`config.mk`:
```
export PLATFORM = sky130hd
export DESIGN_NAME = i2c_reg_target
export DESIGN_NICKNAME = d
export VERILOG_FILES = /design/src/rtl/i2c_tgt_pkg.sv /design/src/rtl/i2c_tgt_data.sv /design/src/rtl/i2c_tgt_ctrl.sv /design/src/rtl/i2c_reg_target.sv
export SDC_FILE = /design/constraint.sdc
export NUM_CORES = 1
export LEC_CHECK = 0
export BUFFER_PORTS_ARGS = -buffer_cell sky130_fd_sc_hd__buf_4
export CAP_MARGIN = 20
export CELL_PAD_IN_SITES_DETAIL_PLACEMENT = 1
export CELL_PAD_IN_SITES_GLOBAL_PLACEMENT = 1
export CORE_AREA = 2 2 141 143
export CTS_CLUSTER_SIZE = 25
export DETAILED_ROUTE_END_ITERATION = 7
export DIE_AREA = 0 0 143 145
export PLACE_DENSITY_LB_ADDON = 0.15
export SYNTH_ARGS = -nofsm -noshare
export SYNTH_HDL_FRONTEND = slang
export SYNTH_SLANG_ARGS = --single-unit
```
`constraint.sdc`:
```
create_clock -name clk -period 2.58 [get_ports clk]
set_clock_uncertainty 0.1 [all_clocks]
set_input_delay 0.129 -clock clk [delete_from_list [all_inputs] [get_ports clk]]
set_output_delay 0.129 -clock clk [all_outputs]
set_load 0.01 [all_outputs]
```
`src/rtl/i2c_tgt_pkg.sv`:
```
package i2c_tgt_pkg;

  typedef enum logic [3:0] {
    S_IDLE, S_RX, S_ACK1, S_ACK2, S_TX, S_TXREL, S_TXACK, S_TXNEXT, S_IGNORE
  } ctrlState_t;

  typedef enum logic [1:0] {K_ADDR, K_SUB, K_DATA, K_TX} byteKind_t;

  typedef struct packed {
    logic shiftIn;
    logic takeSub;
    logic writeData;
    logic loadTx;
    logic shiftTx;
  } dpStb_t;

endpackage

```
`src/rtl/i2c_tgt_data.sv`:
```
module i2c_tgt_data
  import i2c_tgt_pkg::*;
#(
  parameter int NUM_REGS = 16,
  parameter int ADDR_W   = 7,
  parameter int DATA_W   = 8
) (
  input  logic              clk,
  input  logic              rst,
  input  dpStb_t            stb,
  input  logic              sdaBit,
  output logic [DATA_W-1:0] rxByte,
  output logic              txLoadBit,
  output logic              txNextBit,
  output logic              wrStrobe,
  output logic [ADDR_W-1:0] wrAddr,
  output logic [DATA_W-1:0] wrData,
  input  logic [ADDR_W-1:0] userAddr,
  output logic [DATA_W-1:0] userRdData
);
  localparam int IDX_W = (NUM_REGS > 1) ? $clog2(NUM_REGS) : 1;
  localparam logic [ADDR_W:0] LIMIT = (ADDR_W + 1)'(NUM_REGS);

  logic [DATA_W-1:0] rxShift, txShift, rdData;
  logic [ADDR_W-1:0] ptr;
  logic              autoInc;
  logic [DATA_W-1:0] bank [NUM_REGS];

  assign rxByte    = {rxShift[DATA_W-2:0], sdaBit};
  assign rdData    = ({1'b0, ptr} < LIMIT) ? bank[ptr[IDX_W-1:0]] : '0;
  assign txLoadBit = rdData[DATA_W-1];
  assign txNextBit = txShift[DATA_W-2];
  assign userRdData = ({1'b0, userAddr} < LIMIT) ? bank[userAddr[IDX_W-1:0]] : '0;

  for (genvar g = 0; g < NUM_REGS; g++) begin : g_reg
    always_ff @(posedge clk) begin
      if (rst) bank[g] <= '0;
      else if (stb.writeData && ptr == ADDR_W'(g)) bank[g] <= rxByte;
    end
  end

  always_ff @(posedge clk) begin
    if (rst) begin
      rxShift  <= '0;
      txShift  <= '0;
      ptr      <= '0;
      autoInc  <= 1'b0;
      wrStrobe <= 1'b0;
      wrAddr   <= '0;
      wrData   <= '0;
    end else begin
      wrStrobe <= stb.writeData;
      if (stb.shiftIn) rxShift <= rxByte;
      if (stb.takeSub) begin
        ptr     <= rxByte[ADDR_W-1:0];
        autoInc <= rxByte[DATA_W-1];
      end
      if (stb.writeData) begin
        wrAddr <= ptr;
        wrData <= rxByte;
        ptr    <= ptr + ADDR_W'(autoInc);
      end
      if (stb.loadTx) begin
        txShift <= rdData;
        ptr     <= ptr + ADDR_W'(autoInc);
      end else if (stb.shiftTx) begin
        txShift <= {txShift[DATA_W-2:0], 1'b0};
      end
    end
  end

  // the pointer rolls over from the top address to zero
  p_ptr_wrap_r8: assert property (@(posedge clk) disable iff (rst)
    ((stb.writeData || stb.loadTx) && autoInc && ptr == '1) |=> (ptr == '0));

  // a fixed pointer stays put across data bytes
  p_ptr_fixed_r5: assert property (@(posedge clk) disable iff (rst)
    ((stb.writeData || stb.loadTx) && !autoInc && !stb.takeSub) |=> $stable(ptr));

endmodule

```
`src/rtl/i2c_tgt_ctrl.sv`:
```
module i2c_tgt_ctrl
  import i2c_tgt_pkg::*;
#(
  parameter int           ADDR_W      = 7,
  parameter int           DATA_W      = 8,
  parameter logic [6:0]   TARGET_ADDR = 7'h1D
) (
  input  logic              clk,
  input  logic              rst,
  input  logic              sclIn,
  input  logic              sdaIn,
  input  logic [DATA_W-1:0] rxByte,
  input  logic              txLoadBit,
  input  logic              txNextBit,
  output dpStb_t            stb,
  output logic              sdaBit,
  output logic              sdaOe
);
  localparam int CNT_W = $clog2(DATA_W);
  localparam logic [CNT_W-1:0] LAST_BIT = CNT_W'(DATA_W - 1);

  logic [1:0] sclSync, sdaSync;
  logic       sclQ, sdaQ, sclS, sdaS;
  logic       startDet, stopDet, sclRise, sclFall;

  ctrlState_t      state, stateD;
  byteKind_t       kind, kindD, nextKind, nextKindD;
  logic [CNT_W-1:0] bitCnt, bitCntD;
  logic            oeD;

  always_ff @(posedge clk) begin
    if (rst) begin
      sclSync <= 2'b11;
      sdaSync <= 2'b11;
      sclQ    <= 1'b1;
      sdaQ    <= 1'b1;
    end else begin
      sclSync <= {sclSync[0], sclIn};
      sdaSync <= {sdaSync[0], sdaIn};
      sclQ    <= sclSync[1];
      sdaQ    <= sdaSync[1];
    end
  end

  assign sclS     = sclSync[1];
  assign sdaS     = sdaSync[1];
  assign sdaBit   = sdaS;
  assign startDet = sclS & sclQ & sdaQ & ~sdaS;
  assign stopDet  = sclS & sclQ & ~sdaQ & sdaS;
  assign sclRise  = sclS & ~sclQ;
  assign sclFall  = ~sclS & sclQ;

  always_comb begin
    stateD    = state;
    kindD     = kind;
    nextKindD = nextKind;
    bitCntD   = bitCnt;
    oeD       = sdaOe;
    stb       = '0;
    if (startDet) begin
      stateD  = S_RX;
      kindD   = K_ADDR;
      bitCntD = '0;
      oeD     = 1'b0;
    end else if (stopDet) begin
      stateD = S_IDLE;
      oeD    = 1'b0;
    end else begin
      case (state)
        S_RX: if (sclRise) begin
          stb.shiftIn = 1'b1;
          bitCntD     = bitCnt + 1'b1;
          if (bitCnt == LAST_BIT) begin
            case (kind)
              K_ADDR: begin
                if (rxByte[DATA_W-1:1] == TARGET_ADDR) begin
                  stateD    = S_ACK1;
                  nextKindD = rxByte[0] ? K_TX : K_SUB;
                end else begin
                  stateD = S_IGNORE;
                end
              end
              K_SUB: begin
                stb.takeSub = 1'b1;
                stateD      = S_ACK1;
                nextKindD   = K_DATA;
              end
              default: begin
                stb.writeData = 1'b1;
                stateD        = S_ACK1;
                nextKindD     = K_DATA;
              end
            endcase
          end
        end
        S_ACK1: if (sclFall) begin
          oeD    = 1'b1;
          stateD = S_ACK2;
        end
        S_ACK2: if (sclFall) begin
          bitCntD = '0;
          if (nextKind == K_TX) begin
            stb.loadTx = 1'b1;
            oeD        = ~txLoadBit;
            stateD     = S_TX;
          end else begin
            oeD    = 1'b0;
            kindD  = nextKind;
            stateD = S_RX;
          end
        end
        S_TX: begin
          if (sclRise) begin
            bitCntD = bitCnt + 1'b1;
            if (bitCnt == LAST_BIT) stateD = S_TXREL;
          end else if (sclFall) begin
            stb.shiftTx = 1'b1;
            oeD         = ~txNextBit;
          end
        end
        S_TXREL: if (sclFall) begin
          oeD    = 1'b0;
          stateD = S_TXACK;
        end
        S_TXACK: if (sclRise) stateD = sdaS ? S_IGNORE : S_TXNEXT;
        S_TXNEXT: if (sclFall) begin
          stb.loadTx = 1'b1;
          oeD        = ~txLoadBit;
          bitCntD    = '0;
          stateD     = S_TX;
        end
        default: ;
      endcase
    end
  end

  always_ff @(posedge clk) begin
    if (rst) begin
      state    <= S_IDLE;
      kind     <= K_ADDR;
      nextKind <= K_SUB;
      bitCnt   <= '0;
      sdaOe    <= 1'b0;
    end else begin
      state    <= stateD;
      kind     <= kindD;
      nextKind <= nextKindD;
      bitCnt   <= bitCntD;
      sdaOe    <= oeD;
    end
  end

  // the SDA drive moves only in the low phase of SCL
  p_oe_scl_low_r11: assert property (@(posedge clk) disable iff (rst)
    (sdaOe != $past(sdaOe)) |-> !sclS);

  // the acknowledge stays low through the ninth high phase
  p_ack_hold_r3: assert property (@(posedge clk) disable iff (rst)
    (state == S_ACK2 && sclS) |-> sdaOe);

  // a master NACK leaves SDA released
  p_nack_release_r7: assert property (@(posedge clk) disable iff (rst)
    (state == S_TXACK && sclRise && sdaS && !startDet && !stopDet) |=> !sdaOe);

  // an unaddressed target neither drives nor writes
  p_ignore_quiet_r2: assert property (@(posedge clk) disable iff (rst)
    (state == S_IGNORE) |-> (!sdaOe && !stb.writeData && !stb.loadTx));

  // a START always restarts address reception
  p_start_restart_r10: assert property (@(posedge clk) disable iff (rst)
    startDet |=> (state == S_RX && kind == K_ADDR && bitCnt == '0));

endmodule

```
`src/rtl/i2c_reg_target.sv`:
```
module i2c_reg_target
  import i2c_tgt_pkg::*;
#(
  parameter int         NUM_REGS    = 16,
  parameter logic [6:0] TARGET_ADDR = 7'h1D
) (
  input  logic       clk,
  input  logic       rst,
  input  logic       sclIn,
  input  logic       sdaIn,
  output logic       sdaOe,
  output logic       sclOe,
  output logic       wrStrobe,
  output logic [6:0] wrAddr,
  output logic [7:0] wrData,
  input  logic [6:0] userAddr,
  output logic [7:0] userRdData
);
  localparam int ADDR_W = 7;
  localparam int DATA_W = 8;

  dpStb_t            stb;
  logic              sdaBit, txLoadBit, txNextBit;
  logic [DATA_W-1:0] rxByte;

  assign sclOe = 1'b0;

  i2c_tgt_ctrl #(
    .ADDR_W(ADDR_W), .DATA_W(DATA_W), .TARGET_ADDR(TARGET_ADDR)
  ) i_ctrl (
    .clk(clk), .rst(rst), .sclIn(sclIn), .sdaIn(sdaIn),
    .rxByte(rxByte), .txLoadBit(txLoadBit), .txNextBit(txNextBit),
    .stb(stb), .sdaBit(sdaBit), .sdaOe(sdaOe)
  );

  i2c_tgt_data #(
    .NUM_REGS(NUM_REGS), .ADDR_W(ADDR_W), .DATA_W(DATA_W)
  ) i_data (
    .clk(clk), .rst(rst), .stb(stb), .sdaBit(sdaBit),
    .rxByte(rxByte), .txLoadBit(txLoadBit), .txNextBit(txNextBit),
    .wrStrobe(wrStrobe), .wrAddr(wrAddr), .wrData(wrData),
    .userAddr(userAddr), .userRdData(userRdData)
  );

endmodule

```
Yosys cells after proc, flatten, opt, wreduce, memory -nomap -nowiden
Memory sizes are Yosys's and may differ from the RTL's. A register that Yosys moved wholly into a read port is not among the register bits.
Cells that the tools add are included.
W data, S select, Z words.
{"block": "word_totals", "ff_bits": 56, "mem_bits_rw": 128, "inputBits": 11, "output_inout_bits": 26, "elab_cells": 256, "n_memories": 1}
{"memory": "i_data.bank", "words": 16, "word_bits": 8, "read_ports": 2, "rd_clocked_by_memory_dff": 1, "wr": 16, "line": "i2c_tgt_data.sv:27", "text": "logic [DATA_W-1:0] bank [NUM_REGS];"}
{"block": "classes", "n_addsub": 2, "magnitude_cmp": 2, "eq_ne": 49, "mux": 118, "bitwise_logic": 32, "reduce_logical": 35}
{"operator": "$mux W8", "count": 18}
{"operator": "$mux W1", "count": 66}
{"operator": "$eq A7 B4 Y1 const B", "count": 8}
{"operator": "$mux W4", "count": 14}
{"operator": "$ne A4 B1 Y1 const B", "count": 9}
{"operator": "$mux W7", "count": 5}
{"operator": "$eq A7 B3 Y1 const B", "count": 4}
{"operator": "$pmux W4 S7", "count": 1}
{"operator": "$ne A2 B1 Y1 const B", "count": 13}
{"operator": "$reduce_and A10 Y1", "count": 2}
{"operator": "$eq A4 B3 Y1 const B", "count": 4}
{"operator": "$logic_and A1 B1 Y1", "count": 16}
{"operator": "$or A1 B1 Y1", "count": 16}
{"operator": "$mux W3", "count": 5}
{"operator": "$eq A7 B2 Y1 const B", "count": 2}
{"operator": "$lt A7 B5 Y1 const B", "count": 2}
{"operator": "$mux W5", "count": 2}
{"operator": "$not A1 Y1", "count": 9}
{"operator": "$reduce_bool A9 Y1", "count": 1}
{"operator": "$eq A4 B2 Y1 const B", "count": 2}
{"operator": "$mux W2", "count": 4}
{"operator": "$reduce_and A4 Y1", "count": 2}
{"operator": "$reduce_or A2 Y1", "count": 4}
{"operator": "$add A7 B1 Y7", "count": 1}
{"operator": "21 further kinds", "count": 28}

Logic depth before layout (Yosys ltp)
{"block": "depth", "depth_word": 13, "depth_mapped": 9}

Modules after synthesis
From an unflattened synthesis, not the netlist that was laid out.
{"block": "hier_totals", "cells_unflattened": 773, "area_unflattened_um2": 9675.5}
{"mod": "i2c_tgt_data", "n_inst": 1, "cells_per_inst": 651, "area_each_um2": 8660.8, "seq_area_each_um2": 4684.5}
{"mod": "i2c_tgt_ctrl", "n_inst": 1, "cells_per_inst": 120, "area_each_um2": 1003.5, "seq_area_each_um2": 360.3}
{"mod": "i2c_reg_target", "n_inst": 1, "cells_per_inst": 2, "area_each_um2": 11.3, "seq_area_each_um2": 0.0}

Worst setup path after synthesis
OpenSTA, ideal clock, no wires.
{"block": "synth_timing", "path_type": "register -> register", "start": "reg i_ctrl.bitCnt[0]", "end": "mem i_data.bank[10][0], enable pin", "t_arrival_ps": 1794, "required_time_ps": 2146, "setup_slack_ps": 352, "stages_incl_launch_ff": 8, "path_buffers": 0, "period_less_slack_ps": 2228, "path_cell_list": "dfxtp_1 ha_1 ha_1 and3b_1 nand2_2 nor4_2 nand2_1 nand2b_1"}
{"element": "start, declared", "line": "i2c_tgt_ctrl.sv:28", "text": "logic [CNT_W-1:0] bitCnt, bitCntD;"}
{"element": "start signal, assigned", "line": "i2c_tgt_ctrl.sv:148", "text": "bitCnt <= bitCntD;"}
{"element": "end, declared", "line": "i2c_tgt_data.sv:27"}

==> results.toml <==
[sta]
post-route-period-util = 0.960
finalSetupViolCount = 0
rsz0062_at_grt = "no"
fmax_mhz = 404
hold_violations = 0
finalCriticalPeriod_ps = 2480
maxSlewViolCount = 0
relSlewSlack = 0.417
tns_ps = 0
worst_slew_pin_slew_ps = 874

[critical_path]
crit_family = "multiplexers"
worstSetupPathType = "reg -> out"
start_kind = "register"
path_max_fanout = 2
crit_arrival_ps = 2250
reg2reg_from = "i_ctrl.state[1]"
endpoint_kind = "primary output"
path_cells = "mux4_2 -> mux4_2 -> nor2b_1 -> buf_4"
critPathSlowestCell = "mux4_2"
cp_slowest_stage_delay_ps = 540
crit_path_start = "i_data.bank[14][6]"
critPathBufInv = 1
crit_top_cell = "mux4_2"
required_ps = 2350

[route]
antenna_left = 0
wire_per_inst_um = 26.6
drt_wl_total_mm = 30.4
dr.first_iter.drc_count = 637
drc = 0
num_vias = 7229
viasPerCell = 6.31
first_pass_iters = 5

[synth]
synth-edff-count = 128
ys_seq_area_frac = 0.522
synth-compound-area-share = 0.0752
async_reset_ff_frac = 0
synth-main-ff-cell = "edfxtp_1"
ys_warn_count = 0
synth_xor_area_frac = 0.00181
synth_area_mm2 = 0.00967
synth-seq-cells = 188
syn_area_per_cell_um2 = 11.6
synth_top_family_by_area = "simple AND/OR/NAND/NOR gates"
synth-simple-area-share = 0.182
synth_mux_area_frac = 0.177
synth-adder-area-share = 0.00621
synth.distinct_cells = 68
syn_nets = 847
syn_inst = 832

[power]
ir_drop_mv = 0.414
comb_power_share = 0.059
power_mw = 6.41
switching_share = 0.234
clockPowerShare = 0.415
p_seq_frac = 0.526
p_int_mw = 4.91
power_leakage_nw = 3.72
cellPowerDensity_mw_per_mm2 = 583
switchingPower_mw = 1.50

[run_status]
status = "complete, no violations"

[die]
die_w_um = 143
start_util = 0.503
die-area_mm2 = 0.0207
rows = 51
pin_count = 37
core_mm2 = 0.0192
die_y_um = 145

[global_route]
grt_usage = 0.304
grt.overflow.total = 0
grt_max_degree = 63
grt_pass1_vias = 7659
antenna_found_initial = 0
grt_pass1_wl_mm = 46.4

[cts]
clkLatencyLatePin_ps = 430
cts_buffer_depth = 2
post_cts_buffers = 0
path_clk_slew_ps = 70
cts_sinks = 188
h-tree-depth = 4
root_buffer = "clkbuf_16"
tritoncts = "yes"
numCtsBuffers = 17

[final_layout]
finalNetCount = 883
design_area_mm2 = 0.0110
drive_above_1_share = 0.271
area_delta_synth_final_pct = 13.8
antenna_cells = 0

[place]
place_hpwl_mm = 21.7
place_area_mm2 = 0.0104
numPortBuffers = 35
place_congestion = 0.906

[worst_hold_path]
worstHoldStart = "rst"
hp-class = "in -> reg"

[job]
maxCapViolations = 0
[power by group through the flow]
stage               logic, mW  registers [mW]  clock network (mW)
CTS                     0.377            3.37                2.67
global route            0.397            3.38                2.80
global placement        0.360            3.43                   0
floorplan               0.260            3.39                   0
detailed placement      0.373            3.44                   0
finish                  0.378            3.37                2.66
[Yosys cell counts (all sizes together), types with 5 or more instances]
cell    count  area share
a211oi      8      0.0062
a21o       19       0.015
a21oi      40       0.021
a221oi      6      0.0054
a22oi       5      0.0039
and3       16       0.010
buf        23       0.014
clkbuf     46       0.018
dfxtp      60        0.12
edfxtp    128        0.40
inv        10      0.0039
mux2i      11       0.011
mux4       70        0.16
nand2     112       0.044
nand2b     20       0.013
nand3      13      0.0067
nor2      144       0.062
nor2b      11      0.0071
nor3        9      0.0069
nor4        5      0.0061
o21ai       6      0.0031
or2        14      0.0091
or3         5      0.0032
[cells in the final DEF (no fill, tap or decap), types with 8 or more instances in the layout]
master,synthesis,routed
or2_2,13,13
mux2i_1,11,11
nor2_1,123,123
buf_4,1,80
nor2_2,20,20
inv_1,10,10
nand2b_1,20,16
a21oi_1,40,40
mux4_2,70,70
nand2_1,111,111
a211oi_1,8,8
nor2b_1,11,11
and3_1,16,16
a21o_1,19,18
edfxtp_1,128,128
nand3_1,13,13
dfxtp_1,60,59
clkbuf_16,0,20
[worst paths after layout]
| path | to | slack, ps | cells after the start |
|---|---|---|---|
| worst max-delay path | userRdData[6] | 100 | 4 |
| worst min-delay path | i_data.wrStrobe | 100 | 2 |
| worst max register to register | i_data.bank[8][4] | 130 | 5 |
| worst min register to register | i_ctrl.sclSync[1] | 310 | 1 |
[worst register-to-register path: cells and delay by family, from the launching register on]
| family | cells | cell delay, ps |
|---|---|---|
| AND/OR/NAND/NOR | 3 | 900 |
| buffers and inverters | 1 | 180 |
| AO/OA/AOI/OAI | 1 | 550 |
| flip-flops | 1 | 360 |
[registers in the layout (all words and copies together), names as in the netlist, 2 cells and up, named ones only]
register,count
i_ctrl.kind,2
i_ctrl.state,4
i_ctrl.sdaSync,2
i_ctrl.sclSync,2
i_data.wrAddr,7
i_data.rxShift,7
i_data.bank,128
i_data.ptr,7
i_ctrl.bitCnt,3
i_data.wrData,8
i_ctrl.nextKind,2
i_data.txShift,7
[cell type report]
| type | instances | area (um^2) |
|---|---|---|
| clock buffers | 20 | 500 |
| clock inverters | 12 | 95.1 |
| fillers | 1989 | 8210 |
| inverters | 10 | 37.5 |
| multi-input cells | 565 | 4290 |
| flip-flops and latches | 188 | 5050 |
| well taps | 265 | 332 |
| repair buffers | 86 | 701 |
[layer usage]
layer	vias to the layer above	GRT usage	wire, um
li1	3113	-	-
met1	3671	0.379	11300
met2	362	0.517	15600
met3	83	0.0459	2070
met4	0	0.146	1500
met5	-	0	0
[through the flow]
step | hold WS [ps] | setup slack, ps | util | cells
finish | 101 | 104 | 0.573 | 1146
global route | 148 | 22.0 | 0.573 | 1146
CTS | 89.4 | 98.3 | 0.572 | 1146
detailed placement | 219 | 107 | 0.540 | 1112
global placement | 217 | 238 | 0.540 | 1112
floorplan | 133 | 352 | - | 832
[what timing repair did]
item,CTS,global route
gates resized for setup,0,5
hold buffers,2,0
endpoints found under the setup margin,0,50
hold endpoints to repair,2,0
[cell families (layout without fill, tap and decap cells)]
kind of cell / Yosys count / in the layout
AND/OR/NAND/NOR: 365 / 365
flip-flops: 188 / 188
AO/OA/AOI/OAI: 109 / 109
multiplexers: 83 / 83
buffers and inverters: 79 / 128
adder cells (fa/ha/maj): 5 / 5
XOR/XNOR: 2 / 2
other: 1 / 1
Note: power is estimated with default switching activity, not from simulation.
